## src/rtl/lse_pkg.sv

```systemverilog
package lse_pkg;

    localparam int OPC_W  = 5;
    localparam int LEN_W  = 9;
    localparam int CMD_W  = OPC_W + LEN_W;
    localparam int BYTE_W = 8;
    localparam int LANES  = 4;

    typedef enum logic [2:0] {
        K_NOP, K_CS_HI, K_CS_LO, K_CLK, K_OUT, K_IN
    } kind_e;

    typedef enum logic [1:0] {
        LANE_X1 = 2'd0, LANE_X2 = 2'd1, LANE_X4 = 2'd2
    } lane_e;

    typedef enum logic [1:0] {
        S_IDLE, S_LOAD, S_LO, S_HI
    } seq_state_e;

    typedef struct packed {
        logic [OPC_W-1:0] opc;
        logic [LEN_W-1:0] len;
    } cmd_t;

    typedef struct packed {
        kind_e kind;
        lane_e out_l;
        lane_e in_l;
        logic  turn;
    } dec_t;

    function automatic dec_t decode_op(input logic [OPC_W-1:0] opc);
        dec_t d;
        logic [OPC_W-1:0] idx;
        d.kind  = K_NOP;
        d.out_l = LANE_X1;
        d.in_l  = LANE_X1;
        d.turn  = 1'b0;
        idx     = opc - 5'h10;
        case (opc)
            5'h00: d.kind = K_CS_HI;
            5'h01: d.kind = K_CS_LO;
            5'h02: d.kind = K_CLK;
            5'h08, 5'h09, 5'h0A: begin
                d.kind  = K_OUT;
                d.out_l = lane_e'(opc[1:0]);
            end
            5'h0C: d.kind = K_IN;
            5'h0E: begin
                d.kind = K_IN;
                d.in_l = LANE_X2;
            end
            5'h0F: begin
                d.kind = K_IN;
                d.in_l = LANE_X4;
            end
            5'h10, 5'h11, 5'h12, 5'h13, 5'h14,
            5'h15, 5'h16, 5'h17, 5'h18: begin
                d.kind  = K_OUT;
                d.turn  = 1'b1;
                d.out_l = lane_e'(2'(idx / 5'd3));
                d.in_l  = lane_e'(2'(idx % 5'd3));
            end
            default: d.kind = K_NOP;
        endcase
        return d;
    endfunction

    // lanes driven by an output command of width l
    function automatic logic [LANES-1:0] drive_mask(input lane_e l);
        case (l)
            LANE_X1: return 4'b0001;
            LANE_X2: return 4'b0011;
            default: return 4'b1111;
        endcase
    endfunction

    // lanes read by an input command of width l
    function automatic logic [LANES-1:0] sense_mask(input lane_e l);
        case (l)
            LANE_X1: return 4'b0010;
            LANE_X2: return 4'b0011;
            default: return 4'b1111;
        endcase
    endfunction

    // SCLK pulses per byte, minus one
    function automatic logic [2:0] last_tick(input lane_e l);
        case (l)
            LANE_X1: return 3'd7;
            LANE_X2: return 3'd3;
            default: return 3'd1;
        endcase
    endfunction

endpackage

```

## src/rtl/lse_fifo.sv

```systemverilog
module lse_fifo #(
    parameter int W     = 8,
    parameter int DEPTH = 16
) (
    input  logic         clk,
    input  logic         rst,
    input  logic         push,
    input  logic [W-1:0] wdata,
    input  logic         pop,
    output logic [W-1:0] rdata,
    output logic         full,
    output logic         empty
);
    localparam int AW = (DEPTH > 1) ? $clog2(DEPTH) : 1;

    logic [W-1:0] mem [DEPTH];
    logic [AW-1:0] wp, rp;
    logic [AW:0]   cnt;
    logic          do_push, do_pop;

    assign full    = (cnt == (AW+1)'(DEPTH));
    assign empty   = (cnt == '0);
    assign do_push = push && !full;
    assign do_pop  = pop && !empty;
    assign rdata   = mem[rp];

    always_ff @(posedge clk) begin
        if (do_push) mem[wp] <= wdata;
    end

    always_ff @(posedge clk) begin
        if (rst) begin
            wp  <= '0;
            rp  <= '0;
            cnt <= '0;
        end else begin
            if (do_push) wp <= wp + 1'b1;
            if (do_pop)  rp <= rp + 1'b1;
            cnt <= cnt + {{AW{1'b0}}, do_push} - {{AW{1'b0}}, do_pop};
        end
    end
endmodule

```

## src/rtl/lse_sequencer.sv

```systemverilog
module lse_sequencer
    import lse_pkg::*;
(
    input  logic              clk,
    input  logic              rst,
    input  logic              cmd_valid,
    input  cmd_t              cmd,
    output logic              cmd_pop,
    input  logic              tx_valid,
    input  logic [BYTE_W-1:0] tx_data,
    output logic              tx_pop,
    input  logic              rx_full,
    output logic              rx_push,
    output logic [BYTE_W-1:0] rx_data,
    input  logic [LANES-1:0]  io_in,
    output logic              sclk,
    output logic              cs_n,
    output logic [LANES-1:0]  io_out,
    output logic [LANES-1:0]  io_oe,
    output logic              busy
);
    seq_state_e        st;
    kind_e             kind_q;
    lane_e             lane_q, tin_q;
    logic              turn_q, cs_q;
    logic [LEN_W-1:0]  left_q;
    logic [2:0]        tick_q;
    logic [BYTE_W-1:0] sh_q, sh_in, sh_out, sh_next;
    logic [LANES-1:0]  oe_q;
    dec_t              dc;

    assign dc = decode_op(cmd.opc);

    always_comb begin
        case (lane_q)
            LANE_X1: begin
                sh_in  = {sh_q[6:0], io_in[1]};
                sh_out = {sh_q[6:0], 1'b0};
                io_out = {3'b000, sh_q[7]};
            end
            LANE_X2: begin
                sh_in  = {sh_q[5:0], io_in[1:0]};
                sh_out = {sh_q[5:0], 2'b00};
                io_out = {2'b00, sh_q[7:6]};
            end
            default: begin
                sh_in  = {sh_q[3:0], io_in};
                sh_out = {sh_q[3:0], 4'b0000};
                io_out = sh_q[7:4];
            end
        endcase
        if (!(kind_q == K_OUT && (st == S_LO || st == S_HI))) io_out = '0;
        sh_next = (kind_q == K_IN) ? sh_in : sh_out;
    end

    assign cmd_pop = (st == S_IDLE) && cmd_valid;
    assign tx_pop  = (st == S_LOAD) && (kind_q == K_OUT) && tx_valid;
    assign rx_push = (st == S_HI) && (kind_q == K_IN) && (tick_q == 3'd0);
    assign rx_data = sh_in;
    assign sclk    = (st == S_HI);
    assign cs_n    = cs_q;
    assign io_oe   = oe_q;
    assign busy    = (st != S_IDLE);

    always_ff @(posedge clk) begin
        if (rst) begin
            st     <= S_IDLE;
            kind_q <= K_NOP;
            lane_q <= LANE_X1;
            tin_q  <= LANE_X1;
            turn_q <= 1'b0;
            cs_q   <= 1'b1;
            left_q <= '0;
            tick_q <= '0;
            sh_q   <= '0;
            oe_q   <= '0;
        end else begin
            case (st)
                S_IDLE: if (cmd_valid) begin
                    case (dc.kind)
                        K_CS_HI: cs_q <= 1'b1;
                        K_CS_LO: cs_q <= 1'b0;
                        K_CLK, K_OUT, K_IN: begin
                            kind_q <= dc.kind;
                            lane_q <= (dc.kind == K_IN) ? dc.in_l : dc.out_l;
                            tin_q  <= dc.in_l;
                            turn_q <= dc.turn;
                            left_q <= cmd.len;
                            if (dc.kind == K_OUT) oe_q <= drive_mask(dc.out_l);
                            if (dc.kind == K_IN)  oe_q <= oe_q & ~sense_mask(dc.in_l);
                            if (cmd.len == '0) begin
                                if (dc.turn)
                                    oe_q <= drive_mask(dc.out_l) & ~sense_mask(dc.in_l);
                            end else begin
                                st <= S_LOAD;
                            end
                        end
                        default: ;
                    endcase
                end
                S_LOAD: begin
                    case (kind_q)
                        K_CLK: begin
                            tick_q <= '0;
                            st     <= S_LO;
                        end
                        K_OUT: if (tx_valid) begin
                            sh_q   <= tx_data;
                            tick_q <= last_tick(lane_q);
                            st     <= S_LO;
                        end
                        K_IN: if (!rx_full) begin
                            sh_q   <= '0;
                            tick_q <= last_tick(lane_q);
                            st     <= S_LO;
                        end
                        default: st <= S_IDLE;
                    endcase
                end
                S_LO: st <= S_HI;
                S_HI: begin
                    sh_q <= sh_next;
                    if (tick_q == 3'd0) begin
                        if (left_q == LEN_W'(1)) begin
                            st <= S_IDLE;
                            if (turn_q) oe_q <= oe_q & ~sense_mask(tin_q);
                        end else begin
                            left_q <= left_q - 1'b1;
                            st     <= S_LOAD;
                        end
                    end else begin
                        tick_q <= tick_q - 1'b1;
                        st     <= S_LO;
                    end
                end
                default: st <= S_IDLE;
            endcase
        end
    end
endmodule

```

## src/rtl/lane_spi_engine.sv

```systemverilog
module lane_spi_engine
    import lse_pkg::*;
#(
    parameter int OPQ_DEPTH = 8,
    parameter int DQ_DEPTH  = 16
) (
    input  logic              clk,
    input  logic              rst,
    input  logic [CMD_W-1:0]  op_wdata,
    input  logic              op_push,
    output logic              op_full,
    output logic              op_done,
    input  logic [BYTE_W-1:0] dq_wdata,
    input  logic              dq_push,
    output logic              dq_full,
    output logic [BYTE_W-1:0] dq_rdata,
    input  logic              dq_pop,
    output logic              dq_empty,
    output logic              sclk,
    output logic              cs_n,
    output logic [LANES-1:0]  io_out,
    output logic [LANES-1:0]  io_oe,
    input  logic [LANES-1:0]  io_in
);
    logic [CMD_W-1:0]  op_rdata;
    logic              op_empty, op_pop;
    logic [BYTE_W-1:0] tx_data, rx_wdata;
    logic              tx_empty, tx_pop, rx_push, rx_full, busy;

    lse_fifo #(.W(CMD_W), .DEPTH(OPQ_DEPTH)) opq_i (
        .clk(clk), .rst(rst), .push(op_push), .wdata(op_wdata), .pop(op_pop),
        .rdata(op_rdata), .full(op_full), .empty(op_empty)
    );

    lse_fifo #(.W(BYTE_W), .DEPTH(DQ_DEPTH)) txq_i (
        .clk(clk), .rst(rst), .push(dq_push), .wdata(dq_wdata), .pop(tx_pop),
        .rdata(tx_data), .full(dq_full), .empty(tx_empty)
    );

    lse_fifo #(.W(BYTE_W), .DEPTH(DQ_DEPTH)) rxq_i (
        .clk(clk), .rst(rst), .push(rx_push), .wdata(rx_wdata), .pop(dq_pop),
        .rdata(dq_rdata), .full(rx_full), .empty(dq_empty)
    );

    lse_sequencer seq_i (
        .clk(clk), .rst(rst),
        .cmd_valid(!op_empty), .cmd(cmd_t'(op_rdata)), .cmd_pop(op_pop),
        .tx_valid(!tx_empty), .tx_data(tx_data), .tx_pop(tx_pop),
        .rx_full(rx_full), .rx_push(rx_push), .rx_data(rx_wdata),
        .io_in(io_in), .sclk(sclk), .cs_n(cs_n), .io_out(io_out),
        .io_oe(io_oe), .busy(busy)
    );

    assign op_done = op_empty && !busy;
endmodule

```

## config.mk

```make
export PLATFORM = sky130hd
export DESIGN_NAME = lane_spi_engine
export DESIGN_NICKNAME = d
export VERILOG_FILES = /design/src/rtl/lse_pkg.sv /design/src/rtl/lse_fifo.sv /design/src/rtl/lse_sequencer.sv /design/src/rtl/lane_spi_engine.sv
export SDC_FILE = /design/constraint.sdc
export NUM_CORES = 1
export LEC_CHECK = 0
export BUFFER_PORTS_ARGS = -buffer_cell sky130_fd_sc_hd__buf_2
export CAP_MARGIN = 20
export CORE_UTILIZATION = 35
export CTS_BUF_LIST = sky130_fd_sc_hd__clkbuf_8 sky130_fd_sc_hd__clkbuf_16
export DETAILED_ROUTE_END_ITERATION = 8
export HOLD_SLACK_MARGIN = 0.02
export PLACE_DENSITY_LB_ADDON = 0.25
export SYNTH_ARGS = -nofsm -noshare
export SYNTH_HDL_FRONTEND = slang
export SYNTH_SLANG_ARGS = --single-unit
```

## constraint.sdc

```tcl
create_clock -name clk -period 7.25 [get_ports clk]
set_input_delay 0.725 -clock clk [delete_from_list [all_inputs] [get_ports clk]]
set_output_delay 0.725 -clock clk [all_outputs]
set_load 0.1 [all_outputs]
```

Yosys cells after proc, flatten, opt, wreduce, memory -nomap -nowiden. Memory sizes are Yosys's and may differ from the RTL's. A register that Yosys moved wholly into a read port is not among the register bits. Cells that the tools add are included.

$add $sub $neg: 15. Multipliers: 0. Divide/modulo/power cells: 2. Order comparisons: 0. Equality and inequality tests: 48. Shift operators: 0. Mux-type cells: 82. Bitwise gates (word level): 7. Reductions and logical operators: 48.

Operators by type and width (number): two-way mux 4 bit (36); case mux 8 bit (2 select lines) (4); == test 5 bit (second input constant) (11); case mux 4 bit (2 select lines) (5); two-way mux 9 bit (4); == test 5 x 4 -> 1 bit (second input constant) (6); two-way mux 8 bit (3); case mux 9 bit (2 select lines) (1); adder 4 x 1 -> 4 bit (second input constant) (4); logical NOT 5 bit (3); two-way mux 3 bit (5); case mux 3 bit (5 select lines) (1); AND reduction 5 bit (3); two-way mux 2 bit (7); logical AND 1 bit (13); bitwise AND 4 bit (3); == test 3 bit (second input constant) (4); inverter 4 bit (3); case mux 2 bit (3 select lines) (2); case mux 3 bit (2 select lines) (2); OR reduction 12 bit (1); adder 5 x 1 -> 5 bit (2); == test 2 x 1 -> 1 bit (second input constant) (5); logical NOT 2 bit (5); other kinds (38) (69).

Bits in registers: 71. Latch bits: 0. RAM bits: 368. Memory bits (read-only): 0. Output and inout port bits: 22. Logic and storage cells: 224. Memories: 3.

Memory list: rxq_i.mem (words 16, width 8, rd ports 1, clocked after Yosys merged registers in 1, wr ports 1, RTL line lse_fifo.sv:16) `logic [W-1:0] mem [DEPTH];`; txq_i.mem (words 16, width 8, rd ports 1, clocked after Yosys merged registers in 1, wr ports 1, RTL line lse_fifo.sv:16); opq_i.mem (words 8, width 14, rd ports 1, clocked after Yosys merged registers in 1, wr ports 1, RTL line lse_fifo.sv:16).

Logic depth before layout (Yosys ltp). Gate-level depths: netlist of run 1.

Word-level depth: 18. Mapped depth: 19. Gate-level depth less buffers: 18.

By module. From an unflattened synthesis of run 1, not the netlist that was laid out.

Cells, all modules: 1238. Area, all modules: 19307.3 um^2.

By module, submodules not included: lse_fifo at rxq_i ... (instances 2, cells an instance 306, area an instance 5799.3 um^2, sequential area each 4184.0 um^2); lse_fifo at opq_i (instances 1, cells an instance 242, area an instance 5003.5 um^2, sequential area each 3623.5 um^2); lse_sequencer (instances 1, cells an instance 381, area an instance 2683.8 um^2, sequential area each 700.7 um^2); lane_spi_engine (instances 1, cells an instance 3, area an instance 21.3 um^2, sequential area each 0.0 um^2).

Worst setup path before layout of run 1. No wires, ideal clock.

Kind: register to register. From: reg rxq_i.cnt[3]. To: reg rxq_i.cnt[4]. Setup time: 70 ps. Arrival: 5395 ps. Required time: 7180 ps. Slack: 1784 ps. Cell stages (with the launch flop): 16. Period minus slack after synthesis: 5466 ps. Cells stage by stage: dfxtp_1 -> inv_1 -> ha_1 -> nor4b_1 -> nor2b_1 -> clkbuf_1 -> ha_1 -> inv_1 -> ha_1 -> inv_1 -> fa_1 -> inv_1 -> a21oi_1 -> nor2_1 -> or3_1 -> a21oi_1.

RTL lines: start, declared (RTL line lse_fifo.sv:18) `logic [AW:0] cnt;`; start signal, assigned (RTL line lse_fifo.sv:39) `cnt <= cnt + {{AW{1'b0}}, do_push} - {{AW{1'b0}}, do_pop};`; logical NOT 5 bit (RTL line lse_fifo.sv:22) `assign empty = (cnt == '0);`; net dq_empty (RTL line lane_spi_engine.sv:18) `output logic dq_empty,`; logical NOT 1 bit (RTL line lse_fifo.sv:24) `assign do_pop = pop && !empty;`; logical AND 1 bit (RTL line lse_fifo.sv:24); net rxq_i.do_pop (RTL line lse_fifo.sv:19) `logic do_push, do_pop;`; subtractor 5 x 1 -> 5 bit (RTL line lse_fifo.sv:39).

The timed path passes the listed nets, and every way through them passes these cells. A chain may end at the register's enable or synchronous reset.

==> summary.txt, run 1 <==
Flow run
  – Max-cap viol count: 0

Logic synthesis
  – Area of the mapped netlist: 0.0189 mm^2
  – Synth area leaders: sky130_fd_sc_hd__edfxtp_1, sky130_fd_sc_hd__mux4_2, sky130_fd_sc_hd__dfxtp_1
  – Syn Nets: 1261
  – Number of warnings issued by yosys: 0
  – Primary FF master, synth: sky130_fd_sc_hd__edfxtp_1
  – Yosys reg bits: 450
  – Distinct cell type count of the synthesized netlist: 69
  – Count of flip-flops with a built-in enable after synthesis: 368
  – Share of async-settable or async-resettable flops after synthesis: 0%
  – Yosys top cell area share: 58.6%
  – Register area share after synthesis: 67.3%
  – Synth Instances: 1190
  – Synth area leader: sky130_fd_sc_hd__edfxtp_1
  – Average instance area after synthesis: 15.9 um^2

Floorplanning
  – Die footprint: 0.0548 mm^2
  – Core Rows: 84
  – Starting utilization of the core area: 35.7%
  – Height of the die: 234 um
  – Number of placed I/O pins: 53
  – Die extent in x: 234 um
  – Placeable core region: 0.0529 mm^2

Critical path
  – Cell class contributing the biggest share of worst-path delay: compound AO/OA/AOI/OAI gates
  – Depth of the most critical reg-to-reg path: 15
  – Crit path buffers/inverters: 2
  – Endpoint of the worst-slack reg-to-reg timing path: seq_i.io_oe[2]
  – Critical path, cell by cell: mux4_1 > mux2i_2 > clkinv_1 > ha_1 > inv_1 > a222oi_1 > nor2_1 > xnor2_1 > ha_1 > nor3_1 > nand4_1 > a311oi_2 > a31oi_1 > a2111oi_2 > a21o_1
  – Crit start category: register
  – Slowest-stage cell, CP: sky130_fd_sc_hd__mux4_1
  – Worst path arrival time: 5.68 ns
  – Cell occurring most often along the worst timing path: sky130_fd_sc_hd__ha_1
  – Required time of the critical path: 7.78 ns
  – WS Path Type: reg2reg
  – Path length in cells of the critical path: 15
  – Largest fanout of any net on the critical path: 12
  – Worst setup endpoint: seq_i.io_oe[2]
  – Max incr delay on CP: 0.61 ns
  – Type of element capturing the critical path: register
  – Flop2flop setup slack: 2.10 ns

Cells and area
  – Most common cell after layout, fill and taps aside: sky130_fd_sc_hd__edfxtp_1
  – Area Overhead vs Synth: 14.1%
  – Layout cells sized above 1: 21.2%
  – Final Net Count: 1322
  – Leading cell types in the layout, fill and taps excluded: sky130_fd_sc_hd__edfxtp_1, sky130_fd_sc_hd__nor2_1, sky130_fd_sc_hd__mux4_2, sky130_fd_sc_hd__dfxtp_1, sky130_fd_sc_hd__nand2_1

Drt
  – Length of the first detailed-routing pass in iterations: 9
  – Vias: 10100
  – Routed Antenna Nets: 0
  – DR iter-0 viols: 677
  – Avg Vias per Cell: 5.11
  – Final wirelength: 39500 um
  – DRC violations left: 12
  – Mean routed wirelength per cell: 20.0 um

Clock tree
  – Clock tree from TritonCTS: built
  – Number of buffers added by the clock tree synthesis step: 47
  – Buffer cell driving the clock tree root: sky130_fd_sc_hd__clkbuf_16
  – CTS H-tree lvls: 2
  – Count of hold-fix buffers inserted at cts: 0
  – Later-pin clock latency in the skew report: 0.59 ns
  – Largest buffer count on any clock path: 3
  – Post_cts resized: 0
  – Sink count of the clock tree: 450
  – Post-CTS Setup Bufs: 0
  – Post-CTS clock slew at the launch and capture registers of the worst setup and hold paths: 0.06 ns

Power
  – Cell leakage power: 7.11 nW
  – Power per Cell Area: 367 mW/mm^2
  – Power Internal: 5.29 mW
  – Worst ir drop on vdd: 0.000232 V
  – Sequential fraction of design power: 39.7%
  – Part of the total power dissipated in combinational logic: 29.5%
  – Switch Pwr: 2.60 mW
  – Post-layout power: 7.89 mW
  – Switching share of power: 32.9%
  – Part of the power in the clock network: 30.8%

Status
  – Outcome: finished with violations
  – Violated checks: DRC

STA
  – Total negative setup slack: 0 ns
  – Fin. Hold Viols: 0
  – Clock period minus worst slack: 5.15 ns
  – Fin crit share: 71.1%
  – Setup violation total in the final timing report: 0
  – Transition time at the pin with the least slew margin: 1.05 ns
  – Setup repair after global routing missed its margin: no
  – Clock skew: 0.0134 ns
  – Worst relative slew slack: 28.0%
  – Timing-limited maximum frequency: 0.194 GHz
  – Fin. max-slew vios: 0

Global route
  – Maximum number of pins on one net before global-route repair: 73
  – Antenna violations before repair: 2
  – First-pass GRT wire length: 61500 um
  – Number of global-route vias before repair: 10300
  – Residual overflow from global routing: 0
  – Overall Global Routing Usage: 14.9%

Min path
  – Hold WC Path Type: in2reg

Place
  – Count of input and output buffers: 52
  – Final weighted congestion in routability-driven placement: 0.770
  – DPL Wire Length: 25400 um
[metal layers]
layer	GRT usage [%]	vias up	part of all wire, %
li1	-	4731	-
met1	21.7	5152	48
met2	23.0	180	46
met3	2.14	49	3.7
met4	4.85	0	1.9
met5	0	-	0
[power by group through the flow]
stage	sequential (mW)	combinational [mW]	clock [mW]
5_1_grt	3.16	2.59	2.58
3_3_place_gp	3.19	2.29	0
4_1_cts	3.14	2.34	2.49
6_report	3.14	2.33	2.43
2_1_floorplan	3.18	1.82	0
3_5_place_dp	3.19	2.33	0
[how the worst min path moves through the flow]
| stage | endpoint | from | cells after the start |
|---|---|---|---|
| after CTS | opq_i.mem[2][10] | op_wdata[10] | 1 |
| after detailed placement | seq_i.io_oe[2] | seq_i.io_oe[2] | 1 |
| final | opq_i.mem[2][10] | op_wdata[10] | 1 |
| after floorplan | seq_i.left_q[7] | seq_i.left_q[7] | 2 |
| after global routing | opq_i.mem[0][13] | op_wdata[13] | 1 |
| after global placement | seq_i.io_oe[3] | seq_i.io_oe[3] | 1 |
[logic make-up (layout without fill, tap and decap cells)]
family	count (synthesis)	after routing	share of synthesized area, %
multiplexers	146	146	14.6
buffers and inverters	110	210	2.34
flip-flops	450	450	67.3
AND/OR/NAND/NOR	281	281	6.99
adder cells (fa/ha/maj)	40	40	2.77
AO/OA/AOI/OAI	138	138	4.81
other	0	1	0
XOR/XNOR	25	25	1.16
[registers in the layout, summed over array words and instances, names as in the netlist, 4 cells and up, named ones only]
register and count:
opq_i.cnt 4, opq_i.mem 112, rxq_i.cnt 5, rxq_i.mem 128, rxq_i.rp 4, rxq_i.wp 4
seq_i.io_oe 4, seq_i.left_q 9, seq_i.sh_q 8, txq_i.cnt 5, txq_i.mem 128, txq_i.rp 4
txq_i.wp 4
[synthesized netlist by cell type, drive strengths merged, types with 3 or more instances]
cell type  number
nor2          105
and3            3
dfxtp          82
nand2b         12
nor3b           4
fa              3
nor2b          15
nand3          12
nand2          66
xnor2          10
o22ai           4
a211oi         23
inv            45
o221ai          3
ha             37
or3             3
edfxtp        368
nor3           22
a311oi          4
a22oi           3
a21oi          38
mux2i          37
a31oi           6
mux4          100
o21ai          30
xor2           15
and4            3
and2           13
mux2            9
clkbuf         40
nor4            4
a21o            6
nand4          10
buf            24
[through the flow]
step | worst slack [ns] | cells | hold slack, ns | area, um^2 | utilization (%)
after detailed placement | 2.21 | 1887 | 0.446 | 19900 | 37.7
after global placement | 2.28 | 1887 | 0.444 | 19900 | 37.7
final | 2.10 | 1979 | 0.411 | 21500 | 40.7
after global routing | 1.62 | 1978 | 0.403 | 21500 | 40.7
after CTS | 2.19 | 1975 | 0.371 | 21500 | 40.7
after floorplan | 1.78 | 1190 | 0.443 | 18900 | -
[worst reg2reg max path, delay by kind of cell, from the launching register on]
| kind | cells | cell delay [ns] |
|---|---|---|
| AND/OR/NAND/NOR | 3 | 0.66 |
| flip-flops | 1 | 0.50 |
| XOR/XNOR | 1 | 0.18 |
| adder cells (fa/ha/maj) | 2 | 0.65 |
| AO/OA/AOI/OAI | 5 | 1.51 |
| multiplexers | 2 | 1.12 |
| buffers and inverters | 2 | 0.49 |
[layout make-up]
class                      count  area (um^2)
inverter                      46          173
antenna                        1         2.50
clock inverter                38          345
tap                          688          861
clock buffer                  50         1230
multi-input combinational    630         5780
sequential                   450        12700
fill                        4771        31300
timing repair buffer          76          440
Note: power is estimated with default switching activity, not from simulation.
==> run 2: changes to the inputs <==
--- a/config.mk
+++ b/config.mk
@@ -5,6 +5,7 @@
 export SDC_FILE = /design/constraint.sdc
 export NUM_CORES = 1
 export LEC_CHECK = 0
+export ABC_AREA = 1
 export BUFFER_PORTS_ARGS = -buffer_cell sky130_fd_sc_hd__buf_2
 export CAP_MARGIN = 20
 export CORE_UTILIZATION = 35
==> constraint.sdc (replaced) <==
create_clock -name clk -period 4.3 [get_ports clk]
set_input_delay 0.43 -clock clk [delete_from_list [all_inputs] [get_ports clk]]
set_output_delay 0.43 -clock clk [all_outputs]
set_load 0.1 [all_outputs]
==> run 2 against run 1 <==
Effect of this change: combinational power rose by 96%; wire length rose by 16%; first-iteration DRC count rose by 25%; cell count rose by 33%; fmax rose by 41%; critical endpoint is now seq_i.io_oe[0]; clock power rose by 80%; the flow now finishes without violations; clock skew rose by 0.019 ns; hold slack got worse by 0.31 ns.
==> summary.txt, run 2 <==
Status
  – Outcome: finished clean

Logic synthesis
  – Yosys top cell area share: 56.0%
  – Share of async-settable or async-resettable flops after synthesis: 0%
  – Primary FF master, synth: sky130_fd_sc_hd__edfxtp_1
  – Count of flip-flops with a built-in enable after synthesis: 368
  – Synth area leaders: sky130_fd_sc_hd__edfxtp_1, sky130_fd_sc_hd__dfxtp_1, sky130_fd_sc_hd__o21ai_0
  – Share of synthesized cell area in and, or, nand and nor gates: 10.5%
  – Average instance area after synthesis: 11.1 um^2
  – Largest family of logic cells by synthesized area: compound AO/OA/AOI/OAI gates
  – Most common library cells after synthesis: sky130_fd_sc_hd__edfxtp_1, sky130_fd_sc_hd__inv_1, sky130_fd_sc_hd__o21ai_0, sky130_fd_sc_hd__nand2_1, sky130_fd_sc_hd__nor2_1
  – Number of warnings issued by yosys: 0
  – Synth Instances: 1781
  – Syn Nets: 1852
  – Yosys reg bits: 450
  – Distinct cell type count of the synthesized netlist: 51
  – Xor/xnor share of the synthesized area: 0.178%
  – Register area share after synthesis: 64.3%
  – Cell with the most instances after synthesis: sky130_fd_sc_hd__edfxtp_1
  – Area of the mapped netlist: 0.0197 mm^2
  – Synth area leader: sky130_fd_sc_hd__edfxtp_1
  – Compound-gate portion of the synthesized area: 12.7%
  – Post-synthesis mux area share: 3.25%
  – Arithmetic-cell share of the synthesized area counting full adders, half adders and majority gates: 2.65%

Drt
  – Avg Vias per Cell: 4.89
  – Vias: 12800
  – DRC violations left: 0
  – Length of the first detailed-routing pass in iterations: 6
  – Routed Antenna Nets: 0
  – Mean routed wirelength per cell: 17.5 um
  – DR iter-0 viols: 849
  – Final wirelength: 45800 um

Critical path
  – Crit start category: register
  – Max incr delay on CP: 0.45 ns
  – Depth of the most critical reg-to-reg path: 25
  – Type of element capturing the critical path: register
  – Slowest-stage cell, CP: sky130_fd_sc_hd__dfxtp_2
  – Worst path arrival time: 4.15 ns
  – WS Path Type: reg2reg
  – Required time of the critical path: 4.81 ns
  – Largest fanout of any net on the critical path: 24
  – Cell occurring most often along the worst timing path: sky130_fd_sc_hd__nand2_1

Floorplanning
  – Height of the die: 239 um
  – Die extent in x: 239 um
  – Number of placed I/O pins: 53
  – Placeable core region: 0.0554 mm^2
  – Core Rows: 86
  – Die footprint: 0.0573 mm^2
  – Starting utilization of the core area: 35.6%

Global route
  – Maximum number of pins on one net before global-route repair: 76
  – Residual overflow from global routing: 0
  – Number of global-route vias before repair: 12600
  – Antenna violations before repair: 3
  – Overall Global Routing Usage: 16.2%
  – First-pass GRT wire length: 71400 um

Clock tree
  – Clock tree from TritonCTS: built
  – Number of buffers added by the clock tree synthesis step: 49
  – Count of hold-fix buffers inserted at cts: 0
  – Post-CTS clock slew at the launch and capture registers of the worst setup and hold paths: 0.06 ns
  – Post_cts resized: 0
  – Sink count of the clock tree: 450
  – Later-pin clock latency in the skew report: 0.60 ns
  – Post-CTS Setup Bufs: 0
  – Buffer cell driving the clock tree root: sky130_fd_sc_hd__clkbuf_16
  – CTS H-tree lvls: 2
  – Largest buffer count on any clock path: 3

STA
  – Clock period minus worst slack: 3.64 ns
  – Fin. max-slew vios: 0
  – Total negative setup slack: 0 ns
  – Setup repair after global routing missed its margin: no
  – Fin crit share: 84.7%
  – Clock skew: 0.0328 ns
  – Timing-limited maximum frequency: 0.274 GHz
  – Transition time at the pin with the least slew margin: 0.990 ns
  – Fin. Hold Viols: 0
  – Worst relative slew slack: 33.7%
  – Setup violation total in the final timing report: 0

Cells and area
  – Sequential Area: 0.0127 mm^2
  – Multi-input combinational cell area: 0.00578 mm^2
  – Number of filler cells placed in the layout: 5276
  – Leading cell types in the layout, fill and taps excluded: sky130_fd_sc_hd__edfxtp_1, sky130_fd_sc_hd__inv_1, sky130_fd_sc_hd__o21ai_0, sky130_fd_sc_hd__nand2_1, sky130_fd_sc_hd__nor2_1
  – Layout cells sized above 1: 11.8%
  – Non-filler cells, final: 2625
  – Most common cell after layout, fill and taps aside: sky130_fd_sc_hd__edfxtp_1
  – Final Net Count: 1907
  – Largest regs: rxq_i.mem x128, txq_i.mem x128, opq_i.mem x112
  – Area Overhead vs Synth: 14.0%

Place
  – DPL Wire Length: 29100 um
  – Final weighted congestion in routability-driven placement: 0.837
  – Count of input and output buffers: 52
  – Post-placement cell count: 2533

Power
  – Cell leakage power: 8.32 nW
  – Worst ir drop on vdd: 0.000357 V
  – Post-layout power: 14.3 mW
  – Power per Cell Area: 635 mW/mm^2

Flow run
  – Max-cap viol count: 0

Min path
  – Hold WC Path Type: in2reg
  – Cell count of the worst hold path: 1
-- run 2: power by group --
group          internal (mW)  switching (mW)  total, mW
combinational           1.33            3.24       4.56
sequential              5.10           0.239       5.34
clock                   2.65            1.73       4.38
total                   9.07            5.20       14.3
-- run 2: kinds of logic after synthesis --
logic type,after synthesis
compound gates,442
xor+xnor,4
fa+ha+maj,40
buf+inv,319
flops,450
mux,64
simple gates,462
-- run 2: metrics by stage --
stage | setup WS, ns | utilization (%) | cell area (um^2) | hold slack (ns)
6_report | 0.657 | 40.6 | 22500 | 0.104
5_1_grt | 0.269 | 40.6 | 22500 | 0.0968
4_1_cts | 0.682 | 40.6 | 22500 | 0.0831
3_5_place_dp | 0.734 | 37.6 | 20800 | 0.466
3_3_place_gp | 0.883 | 37.6 | 20800 | 0.462
2_1_floorplan | 0.651 | - | 19700 | 0.433
-- run 2: area by class of cell --
class	instances	share of cell area (%)
diodes	1	0.0111
clock buffers	50	5.56
clock inverters	41	1.91
repair buffers	80	2.15
inverters	243	4.08
flip-flops and latches	450	56.5
multi-input cells	1012	25.7
well taps	748	4.16
-- run 2: per-layer routing --
layer  track usage (%)  vias up  part of all wire, %
met4              4.53        4                  2.2
li1                  -     6335                    -
met1              21.6     6192                   46
met5                 0        -                0.063
met3              3.23       70                  4.7
met2              26.6      227                   47
-- run 2: critical path, delay by kind of cell (launching register included) --
kind,cells,cell delay (ns)
simple gates,16,1.48
buf+inv,4,0.74
fa+ha+maj,2,0.47
flops,1,0.45
compound gates,2,0.25
xor+xnor,1,0.16
-- run 2: worst paths after layout --
path	startpoint	slack (ns)	endpoint
worst min-delay path	op_wdata[7]	0.10	opq_i.mem[3][7]
worst min register to register	txq_i.rp[3]	0.47	txq_i.rp[3]
worst max register to register	register	0.66	seq_i.io_oe[0]
worst max-delay path	register	0.66	seq_i.io_oe[0]
